<file path="src/rtl/cpx_pkg.sv">
package cpx_pkg;

    typedef enum logic [2:0] {
        OP_LOAD    = 3'd0,
        OP_STORE   = 3'd1,
        OP_TO_CP   = 3'd2,
        OP_FROM_CP = 3'd3,
        OP_DATA    = 3'd4
    } cpx_op_e;

    typedef enum logic [1:0] {
        ST_DONE = 2'b00,
        ST_BUSY = 2'b01,
        ST_CANT = 2'b10,
        ST_INC  = 2'b11
    } cpx_stat_e;

    typedef enum logic [2:0] {
        PH_FIRST = 3'd0,
        PH_BUSY  = 3'd1,
        PH_INTR  = 3'd2,
        PH_XFER  = 3'd3,
        PH_DATA  = 3'd4
    } cpx_phase_e;

    typedef enum logic [1:0] {
        RES_OK    = 2'd0,
        RES_UNDEF = 2'd1,
        RES_ABORT = 2'd2
    } cpx_res_e;

    typedef enum logic [3:0] {
        S_IDLE,
        S_FIRST,
        S_WAIT,
        S_BUSY,
        S_INTR,
        S_XFER,
        S_DATA,
        S_CPCYC,
        S_TAIL,
        S_END
    } cpx_state_e;

    typedef struct packed {
        logic       valid;
        cpx_phase_e code;
    } cpx_phase_t;

    function automatic logic op_is_mem(cpx_op_e o);
        return (o == OP_LOAD) || (o == OP_STORE);
    endfunction

    function automatic logic op_is_move(cpx_op_e o);
        return (o == OP_TO_CP) || (o == OP_FROM_CP);
    endfunction

    function automatic cpx_res_e refusal_result(cpx_op_e o);
        return op_is_mem(o) ? RES_ABORT : RES_UNDEF;
    endfunction

endpackage

</file>
<file path="src/rtl/cpx_gate.sv">
module cpx_gate
    import cpx_pkg::*;
#(
    parameter int AW      = 32,
    parameter int CPW     = 4,
    parameter int LEGAL_W = 26,
    parameter int VEC_TOP = 32
) (
    input  logic [(1<<CPW)-1:0] cp_allow,
    input  logic [CPW-1:0]      cp_num,
    input  logic [2:0]          op,
    input  logic [AW-1:0]       base_addr,
    output logic                allowed,
    output logic                early_fault
);
    localparam logic [AW-1:0] VEC_LIMIT = AW'(VEC_TOP);

    logic addr_exc;
    logic in_vec;
    cpx_op_e op_e;

    assign op_e    = cpx_op_e'(op);
    assign allowed = cp_allow[cp_num];

    generate
        if (LEGAL_W < AW) begin : g_exc
            assign addr_exc = |base_addr[AW-1:LEGAL_W];
        end else begin : g_noexc
            assign addr_exc = 1'b0;
        end
    endgenerate

    assign in_vec = (base_addr < VEC_LIMIT);

    always_comb begin
        case (op_e)
            OP_STORE: early_fault = addr_exc | in_vec;
            OP_LOAD:  early_fault = addr_exc;
            default:  early_fault = 1'b0;
        endcase
    end
endmodule

</file>
<file path="src/rtl/cpx_addr.sv">
module cpx_addr #(
    parameter int AW = 32
) (
    input  logic          clk,
    input  logic          rst,
    input  logic          load,
    input  logic          step,
    input  logic [AW-1:0] base_addr,
    output logic [AW-1:0] word_addr
);
    localparam logic [AW-1:0] STRIDE = AW'(4);

    logic [AW-1:0] addr_q;

    always_ff @(posedge clk) begin
        if (rst)
            addr_q <= '0;
        else if (load)
            addr_q <= base_addr;
        else if (step)
            addr_q <= addr_q + STRIDE;
    end

    assign word_addr = {addr_q[AW-1:2], 2'b00};
endmodule

</file>
<file path="src/rtl/cpx_ctl.sv">
module cpx_ctl
    import cpx_pkg::*;
(
    input  logic       clk,
    input  logic       rst,
    input  logic       start,
    input  logic [2:0] op,
    input  logic       allowed,
    input  logic       early_fault,
    input  logic       irq_pend,
    input  logic [1:0] cp_status,
    input  logic       mem_abort,
    output logic       phase_valid,
    output logic [2:0] phase,
    output logic       mem_req,
    output logic       mem_we,
    output logic       idle_cyc,
    output logic       cp_cyc,
    output logic       done,
    output logic       undef,
    output logic       abort,
    output logic       addr_load,
    output logic       addr_step
);
    cpx_state_e state_q, state_n;
    cpx_res_e   res_q, res_n;
    cpx_op_e    op_q;
    logic       fault_q;
    cpx_stat_e  stat;
    cpx_phase_t ph;

    assign stat = cpx_stat_e'(cp_status);

    always_comb begin
        state_n   = state_q;
        res_n     = res_q;
        addr_load = 1'b0;
        addr_step = 1'b0;
        case (state_q)
            S_IDLE: begin
                if (start) begin
                    addr_load = 1'b1;
                    if (!allowed) begin
                        state_n = S_END;
                        res_n   = RES_UNDEF;
                    end else begin
                        state_n = S_FIRST;
                        res_n   = RES_OK;
                    end
                end
            end
            S_FIRST, S_BUSY: begin
                case (stat)
                    ST_BUSY: state_n = S_WAIT;
                    ST_CANT: begin
                        state_n = S_END;
                        res_n   = refusal_result(op_q);
                    end
                    default: begin
                        if (op_is_mem(op_q))
                            state_n = S_XFER;
                        else if (op_is_move(op_q))
                            state_n = S_CPCYC;
                        else begin
                            state_n = S_END;
                            res_n   = RES_OK;
                        end
                    end
                endcase
            end
            S_WAIT:  state_n = irq_pend ? S_INTR : S_BUSY;
            S_INTR: begin
                state_n = S_END;
                res_n   = RES_OK;
            end
            S_XFER:  state_n = S_DATA;
            S_DATA: begin
                if (stat == ST_INC) begin
                    addr_step = 1'b1;
                end else begin
                    state_n = S_END;
                    res_n   = (fault_q | mem_abort) ? RES_ABORT : RES_OK;
                end
            end
            S_CPCYC: begin
                if (op_q == OP_FROM_CP)
                    state_n = S_TAIL;
                else begin
                    state_n = S_END;
                    res_n   = RES_OK;
                end
            end
            S_TAIL: begin
                state_n = S_END;
                res_n   = RES_OK;
            end
            S_END:   state_n = S_IDLE;
            default: state_n = S_IDLE;
        endcase
    end

    always_ff @(posedge clk) begin
        if (rst) begin
            state_q <= S_IDLE;
            res_q   <= RES_OK;
            op_q    <= OP_DATA;
            fault_q <= 1'b0;
        end else begin
            state_q <= state_n;
            res_q   <= res_n;
            if (state_q == S_IDLE && start) begin
                op_q    <= cpx_op_e'(op);
                fault_q <= early_fault;
            end else if (state_q == S_DATA && mem_abort) begin
                fault_q <= 1'b1;
            end
        end
    end

    always_comb begin
        ph = '{valid: 1'b0, code: PH_FIRST};
        case (state_q)
            S_FIRST: ph = '{valid: 1'b1, code: PH_FIRST};
            S_BUSY:  ph = '{valid: 1'b1, code: PH_BUSY};
            S_INTR:  ph = '{valid: 1'b1, code: PH_INTR};
            S_XFER:  ph = '{valid: 1'b1, code: PH_XFER};
            S_DATA:  ph = '{valid: 1'b1, code: PH_DATA};
            default: ph = '{valid: 1'b0, code: PH_FIRST};
        endcase
    end

    assign phase_valid = ph.valid;
    assign phase       = ph.code;
    assign mem_req     = (state_q == S_DATA);
    assign mem_we      = (state_q == S_DATA) && (op_q == OP_STORE);
    assign idle_cyc    = (state_q == S_WAIT) || (state_q == S_TAIL);
    assign cp_cyc      = (state_q == S_CPCYC);
    assign done        = (state_q == S_END);
    assign undef       = (state_q == S_END) && (res_q == RES_UNDEF);
    assign abort       = (state_q == S_END) && (res_q == RES_ABORT);
endmodule

</file>
<file path="src/rtl/cpx_seq.sv">
module cpx_seq
    import cpx_pkg::*;
#(
    parameter int AW      = 32,
    parameter int CPW     = 4,
    parameter int LEGAL_W = 26,
    parameter int VEC_TOP = 32
) (
    input  logic                clk,
    input  logic                rst,
    input  logic                start,
    input  logic [2:0]          op,
    input  logic [CPW-1:0]      cp_num,
    input  logic [(1<<CPW)-1:0] cp_allow,
    input  logic [AW-1:0]       base_addr,
    input  logic                irq_pend,
    input  logic [1:0]          cp_status,
    input  logic                mem_abort,
    output logic                phase_valid,
    output logic [2:0]          phase,
    output logic                mem_req,
    output logic                mem_we,
    output logic [AW-1:0]       mem_addr,
    output logic                idle_cyc,
    output logic                cp_cyc,
    output logic                done,
    output logic                undef,
    output logic                abort
);
    logic allowed;
    logic early_fault;
    logic addr_load;
    logic addr_step;

    cpx_gate #(
        .AW(AW), .CPW(CPW), .LEGAL_W(LEGAL_W), .VEC_TOP(VEC_TOP)
    ) u_gate (
        .cp_allow    (cp_allow),
        .cp_num      (cp_num),
        .op          (op),
        .base_addr   (base_addr),
        .allowed     (allowed),
        .early_fault (early_fault)
    );

    cpx_ctl u_ctl (
        .clk         (clk),
        .rst         (rst),
        .start       (start),
        .op          (op),
        .allowed     (allowed),
        .early_fault (early_fault),
        .irq_pend    (irq_pend),
        .cp_status   (cp_status),
        .mem_abort   (mem_abort),
        .phase_valid (phase_valid),
        .phase       (phase),
        .mem_req     (mem_req),
        .mem_we      (mem_we),
        .idle_cyc    (idle_cyc),
        .cp_cyc      (cp_cyc),
        .done        (done),
        .undef       (undef),
        .abort       (abort),
        .addr_load   (addr_load),
        .addr_step   (addr_step)
    );

    cpx_addr #(.AW(AW)) u_addr (
        .clk       (clk),
        .rst       (rst),
        .load      (addr_load),
        .step      (addr_step),
        .base_addr (base_addr),
        .word_addr (mem_addr)
    );
endmodule

</file>
<file path="config.mk">
export PLATFORM = sky130hd
export DESIGN_NAME = cpx_seq
export DESIGN_NICKNAME = d
export VERILOG_FILES = /design/src/rtl/cpx_pkg.sv /design/src/rtl/cpx_gate.sv /design/src/rtl/cpx_addr.sv /design/src/rtl/cpx_ctl.sv /design/src/rtl/cpx_seq.sv
export SDC_FILE = /design/constraint.sdc
export NUM_CORES = 1
export LEC_CHECK = 0
export BUFFER_PORTS_ARGS = -buffer_cell sky130_fd_sc_hd__buf_2
export CAP_MARGIN = 10
export CORE_UTILIZATION = 54
export DETAILED_ROUTE_END_ITERATION = 10
export PLACE_DENSITY = 0.93
export SETUP_SLACK_MARGIN = 0.15
export SYNTH_ARGS = -nofsm -noshare
export SYNTH_HDL_FRONTEND = slang
export SYNTH_SLANG_ARGS = --single-unit
</file>
<file path="constraint.sdc">
create_clock -name clk -period 3.17 [get_ports clk]
set_input_delay 0.1585 -clock clk [delete_from_list [all_inputs] [get_ports clk]]
set_output_delay 0.1585 -clock clk [all_outputs]
set_load 0.05 [all_outputs]
</file>
==> flow_metrics.py <==
metrics = {
    "worst_setup_path": {
        "worst_ep_required_time_ps": 3390,
        "cp-endpoint": "u_addr.addr_q[14]$_SDFFE_PP0P_",
        "slowest_delay_ps": 900,
        "startpoint_type": "flip-flop",
        "cp.depth": 5,
        "rr_endpoint": "u_addr.addr_q[14]$_SDFFE_PP0P_",
        "r2r_start": "u_ctl.state_q[0]$_SDFFE_PP0P_",
        "r2r_slack_ps": 620,
        "crit_chain": "nand4bb_4, inv_1, a22oi_1, o21ai_0, a31oi_1",
        "worstPathArrival_ps": 2780,
        "crit_buf_inv": 1,
        "cp_max_fo": 16,
        "crit_type": "reg -> reg",
        "crit_path_end_kind": "flip-flop",
        "cp-startpoint": "u_ctl.state_q[0]$_SDFFE_PP0P_",
        "cp_top_family": "compound AO/OA/AOI/OAI gates",
        "critPathSlowestCell": "a22oi_1",
        "reg2reg_depth": 5,
    },
    "synthesis": {
        "async_reset_ff_share_pct": 0,
        "syn_area_per_cell_um2": 7.69,
        "synthAdderAreaFrac_pct": 1.78,
        "synth_edf_count": 0,
        "synth_compound_area_share_pct": 23.9,
        "synth_most_common_cell": "dfxtp_1",
        "yosysSeqAreaShare_pct": 28.4,
        "synth_xor_area_share_pct": 3.11,
        "synth_top_cell_by_area": "dfxtp_1",
        "synth_ff_type": "dfxtp_1",
        "synth_common_cells": "dfxtp_1, nand2_1, nor2_1",
        "muxShareOfSynthArea_pct": 3.69,
        "synth_top_area_share_pct": 28.4,
        "synth_top_family_by_area": "simple AND/OR/NAND/NOR gates",
        "synthSimpleGateAreaFrac_pct": 33.9,
        "synth_area_mm2": 0.00282,
        "ys.warnings.count": 0,
        "syn_inst": 366,
        "ys_types": 65,
        "ys_top_cells_by_area": "dfxtp_1, nand2_1, a21oi_1, nor2_1, nand3_1",
        "ys_ff_latch": 40,
    },
    "final_layout": {
        "area_growth_pct": 20.8,
        "fin_nets": 522,
        "fill_cells": 400,
        "finalNonFillerCells": 521,
        "drive_gt1_share_pct": 27.3,
        "num_antenna_cells": 0,
        "fin_area_mm2": 0.00340,
        "fin_util_pct": 69.7,
    },
    "status": {
        "status": "complete, no violations",
    },
    "place": {
        "dp_slack_ps": 770,
        "dp_hpwl_um": 6070,
        "placed_cell_area_mm2": 0.00333,
        "gp_congestion": 0.885,
        "dp.cells": 516,
        "io_buffers": 100,
    },
    "drt": {
        "firstDrtPassIters": 7,
        "viasPerCell": 6.37,
        "ant_nets": 0,
        "routedWlPerCell_um": 16.1,
        "wl_um": 8410,
        "initialDrtViolationCount": 447,
        "drc": 0,
        "vias": 3320,
    },
    "cts": {
        "cts_setup_buffers": 0,
        "cts_num_sinks": 40,
        "root_buffer": "clkbuf_8",
        "worstSkewPairLatency_ps": 300,
        "clockBufferDepth": 2,
        "cts_buffers": 5,
        "cts_tree": "built",
        "hold_buffers": 0,
        "cts_max_level": 2,
        "clk_pin_slew_ps": 70,
        "cts_resized": 0,
    },
    "floorplan": {
        "die_h_um": 74.2,
        "io_pins": 105,
        "rows": 25,
        "coreArea_mm2": 0.00488,
        "initial_core_util_pct": 57.7,
        "design.die.area_mm2": 0.00551,
        "die_x_um": 74.2,
    },
    "timing": {
        "slew_headroom_pct": 25.5,
        "fmax_mhz": 391,
        "rsz0062_at_grt": "false",
        "fin_crit_sh_pct": 80.6,
        "worst_pin_slew_ps": 1120,
        "worst_hold_slack_ps": 105,
        "setup-violations-final": 0,
        "clock_skew_ps": 6.70,
        "layout_setup_ws_ps": 615,
        "report.final.slew_viol_count": 0,
        "min_period_ps": 2550,
        "hold_viol_final": 0,
        "fin_setup_tns_ps": 0,
    },
    "hold_path": {
        "holdCritPathClass": "in -> reg",
    },
    "power": {
        "power_mw": 1.70,
        "power_density_mw_per_mm2": 499,
        "ir_drop_v": 0.000361,
        "p_leak_nw": 1.44,
    },
    "run": {
        "maxCapViolCount": 0,
    },
    "global_routing": {
        "antenna_found_initial": 0,
        "grt_pass1_vias": 2947,
        "grt.total_usage_pct": 31.2,
        "grt_pass1_wl_um": 13300,
        "grt_max_degree": 46,
        "grt_overflow": 0,
    },
}
==> cells in the final DEF, fill, tap and decap left out, types with 3 or more instances in the layout <==
| master | Yosys | layout |
|---|---|---|
| o22ai_1 | 3 | 3 |
| ha_1 | 4 | 4 |
| nand2_1 | 34 | 34 |
| nor3_1 | 13 | 13 |
| a22oi_1 | 8 | 8 |
| nor2b_1 | 6 | 6 |
| buf_4 | 2 | 5 |
| nand2b_1 | 3 | 3 |
| and4_1 | 4 | 4 |
| o221ai_1 | 3 | 3 |
| o211ai_1 | 4 | 4 |
| buf_2 | 6 | 100 |
| xnor2_1 | 8 | 8 |
| a21o_1 | 3 | 3 |
| or3_1 | 9 | 9 |
| nor4_1 | 8 | 8 |
| clkbuf_8 | 0 | 5 |
| inv_1 | 9 | 9 |
| a31oi_1 | 13 | 13 |
| dfxtp_1 | 40 | 40 |
| nor2_1 | 33 | 33 |
| nand4_1 | 9 | 9 |
| a21oi_1 | 25 | 25 |
| nand4b_1 | 3 | 3 |
| and2_1 | 3 | 3 |
| mux2i_1 | 7 | 7 |
| nand3_1 | 18 | 18 |
| o21ai_0 | 15 | 15 |
| a211oi_1 | 6 | 6 |
| and3_1 | 9 | 9 |
==> layer usage <==
metal / wire length [µm] / part of all wire [%] / GRT usage (%)
met5: 0 / 0 / 0
met4: 252 / 3.0 / 11.5
met3: 838 / 10 / 7.05
met2: 3800 / 45 / 51.1
met1: 3520 / 42 / 40.1
==> worst min-delay path: cells and delay by family <==
family | cells | cell delay [ps]
AND/OR/NAND/NOR | 2 | 110
buffers and inverters | 1 | 90
==> power breakdown <==
group	leakage (nW)	internal [mW]	switching (mW)	total (mW)
Sequential	0.329	0.576	0.102	0.678
Combinational	1.07	0.229	0.472	0.702
Clock	0.0359	0.142	0.174	0.316
==> how the worst min path moves through the flow <==
| stage | startpoint | to | slack (ps) | cells after the start |
|---|---|---|---|---|
| 6_report | op[2] | u_ctl.op_q[2]$_SDFFE_PP1P_ | 110 | 3 |
| 5_1_grt | op[0] | u_ctl.op_q[0]$_SDFFE_PP0P_ | 130 | 3 |
| 4_1_cts | op[2] | u_ctl.op_q[2]$_SDFFE_PP1P_ | 110 | 3 |
| 3_5_place_dp | op[2] | u_ctl.op_q[2]$_SDFFE_PP1P_ | 410 | 3 |
| 3_3_place_gp | op[2] | u_ctl.op_q[2]$_SDFFE_PP1P_ | 400 | 3 |
| 2_1_floorplan | op[2] | u_ctl.op_q[2]$_SDFFE_PP1P_ | 280 | 2 |
==> cell families (layout without fill, tap and decap cells) <==
kind of cell    Yosys count  count (layout)
simple gates            169             169
fa+ha+maj                 4               4
other cells               1               2
buf+inv                  32             119
xor+xnor                 10              10
mux                       9               9
compound gates          101             101
flops                    40              40
==> cell type report <==
cell class / count / area, µm² / share of cell area, %
Sequential cell: 40 / 801 / 23.5
Multi-Input combinational cell: 295 / 1880 / 55.2
Tap cell: 67 / 83.8 / 2.47
Clock buffer: 5 / 68.8 / 2.02
Timing Repair Buffer: 105 / 538 / 15.8
Inverter: 9 / 33.8 / 0.993
==> sequential cells by signal (all words and copies together), names as in the netlist <==
signal	cells
u_addr.addr_q	30
u_ctl.fault_q	1
u_ctl.op_q	3
u_ctl.res_q	2
u_ctl.state_q	4
Note: power is estimated with default switching activity, not from simulation.
